--- src/rtl/i2c_ee_pkg.sv ---
package i2c_ee_pkg;
  typedef enum logic [2:0] {
    M_IDLE, // no START seen yet
    M_DEV,  // receiving device-address byte
    M_ADDR, // receiving memory-address byte
    M_WR,   // receiving data bytes
    M_RD,   // transmitting data bytes
    M_IGN   // refused: wait for START or STOP
  } mode_e;
endpackage

--- src/rtl/i2c_sync.sv ---
module i2c_sync #(
  parameter int          W       = 2,
  parameter int          STAGES  = 2,
  parameter logic [W-1:0] RST_VAL = '1
) (
  input  logic         clk,
  input  logic         rst_n,
  input  logic [W-1:0] d_i,
  output logic [W-1:0] q_o
);
  logic [W-1:0] stg [STAGES];

  for (genvar g = 0; g < STAGES; g++) begin : g_stage
    if (g == 0) begin : g_first
      always_ff @(posedge clk or negedge rst_n)
        if (!rst_n) stg[g] <= RST_VAL;
        else        stg[g] <= d_i;
    end else begin : g_next
      always_ff @(posedge clk or negedge rst_n)
        if (!rst_n) stg[g] <= RST_VAL;
        else        stg[g] <= stg[g-1];
    end
  end

  assign q_o = stg[STAGES-1];
endmodule

--- src/rtl/i2c_bus_sampler.sv ---
module i2c_bus_sampler #(
  parameter int SYNC_STAGES = 2
) (
  input  logic clk,
  input  logic rst_n,
  input  logic scl_i,
  input  logic sda_i,
  output logic scl_s,
  output logic sda_s,
  output logic scl_rise,
  output logic scl_fall,
  output logic start_det,
  output logic stop_det
);
  logic [1:0] synced;
  logic       scl_q, sda_q;

  i2c_sync #(.W(2), .STAGES(SYNC_STAGES), .RST_VAL(2'b11)) u_sync (
    .clk  (clk),
    .rst_n(rst_n),
    .d_i  ({scl_i, sda_i}),
    .q_o  (synced)
  );

  assign scl_s = synced[1];
  assign sda_s = synced[0];

  always_ff @(posedge clk or negedge rst_n)
    if (!rst_n) begin
      scl_q <= 1'b1;
      sda_q <= 1'b1;
    end else begin
      scl_q <= scl_s;
      sda_q <= sda_s;
    end

  assign scl_rise  =  scl_s & ~scl_q;
  assign scl_fall  = ~scl_s &  scl_q;
  assign start_det =  scl_s &  scl_q &  sda_q & ~sda_s;
  assign stop_det  =  scl_s &  scl_q & ~sda_q &  sda_s;
endmodule

--- src/rtl/i2c_addr_ctr.sv ---
module i2c_addr_ctr #(
  parameter int AW   = 10,
  parameter int PAGE = 16
) (
  input  logic          clk,
  input  logic          rst_n,
  input  logic          ld_lo,
  input  logic [7:0]    lo_i,
  input  logic          ld_hi,
  input  logic [AW-9:0] hi_i,
  input  logic          inc_page,
  input  logic          inc_full,
  output logic [AW-1:0] addr_o
);
  localparam int PB = $clog2(PAGE);

  logic [AW-1:0] addr_q, addr_n;
  logic [PB-1:0] page_low;

  assign page_low = addr_q[PB-1:0] + PB'(1);

  always_comb begin
    addr_n = addr_q;
    if (ld_lo)    addr_n[7:0]    = lo_i;
    if (ld_hi)    addr_n[AW-1:8] = hi_i;
    if (inc_full) addr_n         = addr_q + AW'(1);
    if (inc_page) addr_n[PB-1:0] = page_low;
  end

  always_ff @(posedge clk or negedge rst_n)
    if (!rst_n) addr_q <= '0;
    else        addr_q <= addr_n;

  assign addr_o = addr_q;
endmodule

--- src/rtl/i2c_ee_slave.sv ---
module i2c_ee_slave
  import i2c_ee_pkg::*;
#(
  parameter int         AW          = 10,
  parameter int         PAGE        = 16,
  parameter int         SYNC_STAGES = 2,
  parameter logic [3:0] DEV_CODE    = 4'hA
) (
  input  logic          clk,
  input  logic          rst_n,
  input  logic          scl_i,
  input  logic          sda_i,
  input  logic          wp_i,
  input  logic          wr_busy_i,
  input  logic [7:0]    rd_data_i,
  output logic          sda_pull_o,
  output logic [AW-1:0] cur_addr_o,
  output logic          wb_valid_o,
  output logic [AW-1:0] wb_addr_o,
  output logic [7:0]    wb_data_o,
  output logic          wb_commit_o,
  output logic          stop_o
);
  localparam int HB = AW - 8;
  localparam int PB = $clog2(PAGE);

  logic scl_s, sda_s, scl_rise, scl_fall, start_det, stop_det;

  i2c_bus_sampler #(.SYNC_STAGES(SYNC_STAGES)) u_samp (
    .clk(clk), .rst_n(rst_n), .scl_i(scl_i), .sda_i(sda_i),
    .scl_s(scl_s), .sda_s(sda_s), .scl_rise(scl_rise), .scl_fall(scl_fall),
    .start_det(start_det), .stop_det(stop_det)
  );

  mode_e       mode_q, mode_n;
  logic [3:0]  bit_q, bit_n;
  logic [7:0]  sh_q, sh_n, tx_q, tx_n;
  logic        oe_q, oe_n, rnw_q, rnw_n, wp_q, wp_n;
  logic        seen_q, seen_n, mack_q, mack_n;
  logic        wv_n, cm_n, st_n;
  logic        ld_lo, ld_hi, inc_page, inc_full;
  logic [2:0]  tx_idx;
  logic [1:0]  dev_hi;
  logic        dev_ok;

  assign tx_idx = 3'(4'd7 - bit_q);
  assign dev_hi = sh_q[2:1];
  assign dev_ok = (sh_q[7:4] == DEV_CODE) && !sh_q[3] && !wr_busy_i;

  i2c_addr_ctr #(.AW(AW), .PAGE(PAGE)) u_actr (
    .clk(clk), .rst_n(rst_n),
    .ld_lo(ld_lo), .lo_i(sh_q),
    .ld_hi(ld_hi), .hi_i(dev_hi[HB-1:0]),
    .inc_page(inc_page), .inc_full(inc_full),
    .addr_o(cur_addr_o)
  );

  always_comb begin
    mode_n = mode_q;  bit_n = bit_q;  sh_n = sh_q;  tx_n = tx_q;
    oe_n = oe_q;  rnw_n = rnw_q;  wp_n = wp_q;  seen_n = seen_q;  mack_n = mack_q;
    wv_n = 1'b0;  cm_n = 1'b0;  st_n = 1'b0;
    ld_lo = 1'b0;  ld_hi = 1'b0;  inc_page = 1'b0;  inc_full = 1'b0;
    if (stop_det) begin
      st_n = 1'b1;  cm_n = seen_q;  seen_n = 1'b0;
      mode_n = M_IDLE;  oe_n = 1'b0;  bit_n = '0;
    end else if (start_det) begin
      mode_n = M_DEV;  oe_n = 1'b0;  bit_n = '0;  seen_n = 1'b0;
    end else if (mode_q != M_IDLE && mode_q != M_IGN) begin
      if (scl_rise) begin
        if (bit_q < 4'd9) bit_n = bit_q + 4'd1;
        if (bit_q < 4'd8) sh_n = {sh_q[6:0], sda_s};
        if (bit_q == 4'd8 && mode_q == M_RD) mack_n = !sda_s;
      end
      if (scl_fall) begin
        if (bit_q == 4'd8) begin
          unique case (mode_q)
            M_RD: begin oe_n = 1'b0; inc_full = 1'b1; end
            M_DEV: begin
              if (dev_ok) begin
                oe_n = 1'b1;  rnw_n = sh_q[0];  ld_hi = !sh_q[0];
              end else begin
                oe_n = 1'b0;  mode_n = M_IGN;
              end
            end
            M_ADDR: begin oe_n = 1'b1; ld_lo = 1'b1; end
            M_WR: begin
              if (wp_q) begin
                oe_n = 1'b0;  mode_n = M_IGN;
              end else begin
                oe_n = 1'b1;  wv_n = 1'b1;  inc_page = 1'b1;  seen_n = 1'b1;
              end
            end
            default: ;
          endcase
        end else if (bit_q == 4'd9) begin
          oe_n = 1'b0;  bit_n = '0;
          unique case (mode_q)
            M_DEV: begin
              if (rnw_q) begin
                mode_n = M_RD;  tx_n = rd_data_i;  oe_n = !rd_data_i[7];
              end else mode_n = M_ADDR;
            end
            M_ADDR: begin mode_n = M_WR; wp_n = wp_i; end
            M_RD: begin
              if (mack_q) begin
                tx_n = rd_data_i;  oe_n = !rd_data_i[7];
              end else mode_n = M_IGN;
            end
            default: ;
          endcase
        end else if (mode_q == M_RD) begin
          oe_n = !tx_q[tx_idx];
        end
      end
    end
  end

  always_ff @(posedge clk or negedge rst_n)
    if (!rst_n) begin
      mode_q <= M_IDLE;  bit_q <= '0;  sh_q <= '0;  tx_q <= '0;
      oe_q <= 1'b0;  rnw_q <= 1'b0;  wp_q <= 1'b0;  seen_q <= 1'b0;  mack_q <= 1'b0;
      wb_valid_o <= 1'b0;  wb_addr_o <= '0;  wb_data_o <= '0;
      wb_commit_o <= 1'b0;  stop_o <= 1'b0;
    end else begin
      mode_q <= mode_n;  bit_q <= bit_n;  sh_q <= sh_n;  tx_q <= tx_n;
      oe_q <= oe_n;  rnw_q <= rnw_n;  wp_q <= wp_n;  seen_q <= seen_n;  mack_q <= mack_n;
      wb_valid_o <= wv_n;  wb_commit_o <= cm_n;  stop_o <= st_n;
      if (wv_n) begin
        wb_addr_o <= cur_addr_o;
        wb_data_o <= sh_q;
      end
    end

  assign sda_pull_o = oe_q;

  // pull-down starts only while the synchronized clock is low
  a_r4_drive_on_low: assert property (@(posedge clk) disable iff (!rst_n)
    $rose(sda_pull_o) |-> !scl_s);

  // the device-address ACK is never given while the write cycle is busy
  a_r7_busy_nack: assert property (@(posedge clk) disable iff (!rst_n)
    ($rose(sda_pull_o) && mode_q == M_DEV) |-> !$past(wr_busy_i));

  // a forwarded byte and the stepped address stay in one page
  a_r6_page_wrap: assert property (@(posedge clk) disable iff (!rst_n)
    wb_valid_o |-> (cur_addr_o[AW-1:PB] == wb_addr_o[AW-1:PB]));

  // a read step out of the top address lands on zero
  a_r10_addr_wrap: assert property (@(posedge clk) disable iff (!rst_n)
    ($past(mode_q) == M_RD && $past(cur_addr_o) == {AW{1'b1}} &&
     cur_addr_o != $past(cur_addr_o)) |-> cur_addr_o == '0);

  // a commit pulse only comes with a STOP pulse
  a_r11_commit_on_stop: assert property (@(posedge clk) disable iff (!rst_n)
    wb_commit_o |-> stop_o);
endmodule

--- config.mk ---
export PLATFORM = sky130hd
export DESIGN_NAME = i2c_ee_slave
export DESIGN_NICKNAME = d
export VERILOG_FILES = /design/src/rtl/i2c_ee_pkg.sv /design/src/rtl/i2c_sync.sv /design/src/rtl/i2c_bus_sampler.sv /design/src/rtl/i2c_addr_ctr.sv /design/src/rtl/i2c_ee_slave.sv
export SDC_FILE = /design/constraint.sdc
export NUM_CORES = 1
export LEC_CHECK = 0
export CORE_MARGIN = 4
export CORE_UTILIZATION = 49
export DETAILED_ROUTE_END_ITERATION = 6
export PLACE_DENSITY = 0.87
export SYNTH_ARGS = -nofsm -noshare
export SYNTH_HDL_FRONTEND = slang
export SYNTH_SLANG_ARGS = --single-unit
export TNS_END_PERCENT = 30
--- constraint.sdc ---
create_clock -name clk -period 2.3 [get_ports clk]
set_clock_uncertainty 0.2 [all_clocks]
set_input_delay 0.69 -clock clk [delete_from_list [all_inputs] [get_ports clk]]
set_output_delay 0.69 -clock clk [all_outputs]
set_load 0.005 [all_outputs]
After elaboration in Yosys (flattened, before gate mapping):

Index checks and enable logic that the tools add are counted.

* bitwise gates (word level): 14
* reductions and logical operators: 30
* multiplexer cells: 76
* equality and inequality tests: 16
* magnitude comparators: 3
* add/sub/neg operators: 4

Operator list (number)
* $mux 1: 46
* $mux 4: 9
* $mux 3: 10
* $mux 8: 3
* $reduce_bool 3->1: 6
* $pmux 8 s2: 1
* $ne 5x5->1 const B: 3
* $reduce_and 5->1: 3
* $reduce_and 7->1: 2
* $eq 4x4->1 const B: 3
* $add 10x1->10 const B: 1
* $mux 10: 1
* $pmux 3 s3: 1
* $reduce_and 9->1: 1
* $add 4x1->4 const B: 2
* $lt 4x4->1 const B: 2
* $reduce_and 8->1: 1
* $and 1x1->1: 7
* $ne 7x3->1 const B: 1
* $not 1->1: 7
* $eq 3x2->1 const B: 2
* $logic_not 1->1: 6
* $ne 3x3->1 const B: 2
* $pmux 3 s2: 1
* 16 further kinds: 22

* register bits after elaboration: 65
* logic and storage cells: 164
* output and inout port bits: 32

Logic depth before layout (Yosys ltp):

* depth after elaboration: 13
* depth in mapped cells: 9
* depth with buffers taken out: 7

Cells and area by module:

Synthesis repeated with hierarchy kept, for this count alone.

* cell total of the unflattened synthesis: 316
* area total of the unflattened synthesis: 3318.2 µm²

Modules (own cells, without submodules)
* i2c_ee_slave: cells an instance 235, area each 2476.1 µm², instances 1
* i2c_addr_ctr: cells an instance 69, area each 636.9 µm², instances 1
* i2c_sync: cells an instance 6, area each 120.1 µm², instances 1
* i2c_bus_sampler: cells an instance 6, area each 85.1 µm², instances 1

Worst setup path before layout:

OpenSTA, ideal clock, no wires.

* path type: register to register
* start point: register bit_q[0]
* end point: register mode_q[0]
* path buffers: 2
* path slack: -0.003 ns
* setup time: 0.125 ns
* arrival time: 1.977 ns
* period minus slack after synthesis: 2.303 ns
* cell stages (with the launch flop): 8
* cell sequence: dfrtp_1 buf_6 or4b_4 buf_6 and3_4 a221oi_4 o21ai_2 mux2_4

* longest elaborated chain between the ends: 6
* elaborated cells between the ends (all ways): 14
* classes of those cells: eq/ne (6); mux (5); reduce/logical (3)

Ends and longest elaborated chain
* start, declared: line i2c_ee_slave.sv:36 `logic [3:0] bit_q, bit_n;`
* start signal, assigned: line i2c_ee_slave.sv:125 `mode_q <= mode_n; bit_q <= bit_n; sh_q <= sh_n; tx_q <= tx_n;`
* $eq 4x4->1: line i2c_ee_slave.sv:75 `if (bit_q == 4'd8) begin`
* $mux 3: line i2c_ee_slave.sv:75
* $mux 3: line i2c_ee_slave.sv:74 `if (scl_fall) begin`
* $mux 3: line i2c_ee_slave.sv:68 `end else if (mode_q != M_IDLE && mode_q != M_IGN) begin`
* $mux 3: line i2c_ee_slave.sv:66 `end else if (start_det) begin`
* $mux 3: line i2c_ee_slave.sv:63 `if (stop_det) begin`
* end signal, assigned: line i2c_ee_slave.sv:125
* end, declared: line i2c_ee_slave.sv:35 `mode_e mode_q, mode_n;`

Parallel ways exist; a longest one is shown, timed or not. The select of a mux whose other input is x is not followed.
A chain may end at the register's enable or synchronous reset.

Worst setup path in the final report:

* start point: register u_actr.addr_q[2], in the netlist u_actr.addr_o[2]
* end point: output cur_addr_o[2]

RTL lines
* start, declared: line i2c_addr_ctr.sv:17 `logic [AW-1:0] addr_q, addr_n;`
* start signal, assigned: line i2c_addr_ctr.sv:32 `else addr_q <= addr_n;`
* end, declared: line i2c_ee_slave.sv:17 `output logic [AW-1:0] cur_addr_o,`

No word-level cell between the ends.

==> key figures <==
Final layout
  – Commonest non-fill, non-tap cell in the layout: nand2_1
  – Finished Layout Cells: 452
  – Fillers: 453
  – Layout cells sized above 1: 23.3%
  – Nets@finish: 391
  – # diodes: 0
  – Most frequent cells in the layout: nand2_1 (63), dfrtp_1 (57), clkdlybuf4s50_1 (44), buf_4 (32), nor2_1 (23)
  – Area grow syn2layout: 30.2%

Route
  – DR vias/cell: 5.52
  – Via Count: 2495
  – Routed wire length: 7160 µm
  – Post-DRT Antenna Nets: 0
  – DR DRC count: 0
  – Initial drt markers: 94
  – Drt pass-1 iters: 5
  – DR WL/cell: 15.8 µm

Power
  – Sw frac: 25.2%
  – Max rail drop VDD: 0.457 mV
  – Pwr dens: 541 nW/µm²
  – Clk pwr share: 39.6%
  – Pint: 1650 µW
  – Power, Total: 2200 µW
  – Reg power frac: 54.1%
  – Logic pwr share: 6.3%
  – Leak: 0.00190 µW
  – Psw: 555 µW

GRT
  – Pin count of the biggest net entering global routing: 46
  – Congestion Overflow GR: 0
  – Initial antenna violation count: 0
  – Total GRT Usage: 20.3%
  – Vias in the first global route: 2500
  – Wire length of the first global-routing pass: 12000 µm

Floorplanning
  – Starting Density: 51.6%
  – # rows: 28
  – Die X: 87.9 µm
  – Die Y: 87.9 µm
  – I/O Pins: 46
  – Core Region: 6060 µm²
  – DIE AREA: 7730 µm²

Clocking
  – Hold_buf cts: 0
  – Root Driver: clkbuf_8
  – CTS tree: done
  – Htree depth: 3
  – Worst-Skew Late Latency: 0.35 ns
  – Inserted Clock Buffers: 9
  – CTS Sinks: 65
  – Clock slew at reported path FFs: 0.08 ns
  – CTS Buffer Depth: 2

Setup path
  – Crit end category: primary output
  – Highest-delay cell along the critical path: clkdlybuf4s50_1
  – Max FO, Critical Path: 7
  – CP max stage delay: 0.54 ns
  – Crit-path cells: clkdlybuf4s50_1
  – WP data arrival: 1.35 ns
  – Worst setup SP type: register
  – Crit path max-delay family: buffers and inverters
  – Worst Path Required: 1.41 ns
  – WS Path Type: reg -> out
  – Worst path bufs/invs: 1

Job
  – Max_cap viols: 0

Synth
  – Main synth FF type: dfrtp_1
  – Syn avg cell area: 10.7 µm²
  – Post-Syn Area: 3130 µm²
  – Sequential fraction of the synthesis area: 52.2%
  – Synthesized net count: 311
  – Number of synthesized flops with an enable pin: 0
  – Post-synth ARST share: 100%
  – Cells after Synth: 292
  – Distinct cells, synth: 62
  – Yosys reg bits: 65
  – Synth Warn #: 0

STA
  – Rel. slew slack: 66.8%
  – Final Max Slew Viols: 0
  – Period utilization: 97.4%
  – RSZ-0062 raised after global routing: false
  – Max frequency: 446 MHz
  – Final setup violation count: 0
  – Tightest Pin Transition: 0.498 ns
  – Crit path setup slack, layout: 0.0593 ns
  – Final critical-path required period: 2.24 ns
  – Hold Vio Cnt, Final: 0

Placement
  – Placement-stage worst setup slack: -0.195 ns
  – RePlAce Congestion: 0.945
  – Port-buffer cells: 45
  – Post-DP HPWL: 5250 µm
  – Placed insts: 435

Worst hold path
  – Hold crit path type: in -> async

Status
  – Status: complete, no violations
==> repair_timing <==
| action | CTS | global route |
|---|---|---|
| setup endpoints to repair | 0 | 16 |
| buffers inserted | 0 | 1 |
| gates resized for setup | 0 | 5 |
==> synth_stat cells (3+ instances only) <==
| cell | instances | share of area (%) |
|---|---|---|
| dfstp_2 | 6 | 5.0 |
| dfrtp_1 | 59 | 47 |
| nand2_1 | 63 | 7.6 |
| ha_1 | 5 | 2.0 |
| nor2_1 | 23 | 2.8 |
| clkbuf_1 | 3 | 0.36 |
| nand3_1 | 10 | 1.6 |
| o211ai_1 | 3 | 0.72 |
| nand2b_1 | 3 | 0.60 |
| buf_2 | 4 | 0.64 |
| and4_1 | 3 | 0.84 |
| and3_1 | 4 | 0.80 |
| a21oi_1 | 3 | 0.48 |
| nor2b_1 | 3 | 0.60 |
| inv_1 | 9 | 1.1 |
| mux2i_1 | 3 | 0.96 |
| o21a_1 | 3 | 0.72 |
| mux2_2 | 16 | 5.8 |
| o21ai_0 | 10 | 1.6 |
==> registers in the layout, indices dropped and copies added, names as in the netlist, 2 cells and up <==
signal and count:
wb_data_o 8, u_actr.addr_o 10, u_samp.u_sync.stg 2, u_samp.u_sync.q_o 2
sh_q 8, wb_addr_o 10, bit_q 4, tx_q 8
mode_q 3
==> through the flow <==
stage                     setup TNS [ns]  util [%]  instance area, µm²  hold WS [ns]
after floorplan                        0         -                3130         0.145
after global placement            -0.372      64.0                3880         0.146
after detailed placement          -0.541      64.0                3880         0.147
after CTS                              0      66.8                4050         0.109
after global routing                   0      67.2                4070         0.121
final                                  0      67.2                4070        0.0978
==> cell families after synthesis <==
| kind of cell | share of synthesized area, % |
|---|---|
| compound gates | 10.7 |
| xor+xnor | 1.12 |
| fa+ha+maj | 2.00 |
| buf+inv | 3.16 |
| flops | 52.2 |
| mux | 8.64 |
| simple gates | 22.1 |
==> worst paths after layout <==
kind,start,end,slack [ns],depth (start not counted)
max reg2reg,bit_q[0],mode_q[0],0.07,5
max,u_actr.addr_o[2],cur_addr_o[2],0.06,1
min in group clk,u_samp.u_sync.stg[2],u_samp.u_sync.q_o[0],0.16,0
min reg2reg,u_samp.u_sync.stg[2],u_samp.u_sync.q_o[0],0.16,0
max in group asynchronous,rst_n,bit_q[0],1.18,2
min,rst_n,wb_addr_o[3],0.1,1
==> area by class of cell <==
class	instances	area [µm²]	area share, %
Clock buffer	11	141	3.47
Clock inverter	5	31.3	0.768
Inverter	10	37.5	0.922
Multi-Input combinational cell	207	1410	34.5
Sequential cell	65	1640	40.2
Tap cell	75	93.8	2.30
Timing Repair Buffer	79	726	17.8
==> power by group through the flow <==
stage	Combinational [µW]	Sequential, µW	Clock (µW)
after floorplan	66.8	1200	0
after global placement	134	1210	0
after detailed placement	140	1210	0
after CTS	140	1190	886
after global routing	155	1200	952
final	139	1190	872
==> per-layer routing <==
layer	up-vias	share of wire, %	track usage (%)	wire, µm
met5	-	0	0	0
met4	0	1.2	6.97	83
met3	10	5.5	5.64	397
met2	73	49	33.8	3510
met1	1220	44	25.3	3160
li1	1192	-	-	-
Note: power is estimated with default switching activity, not from simulation.
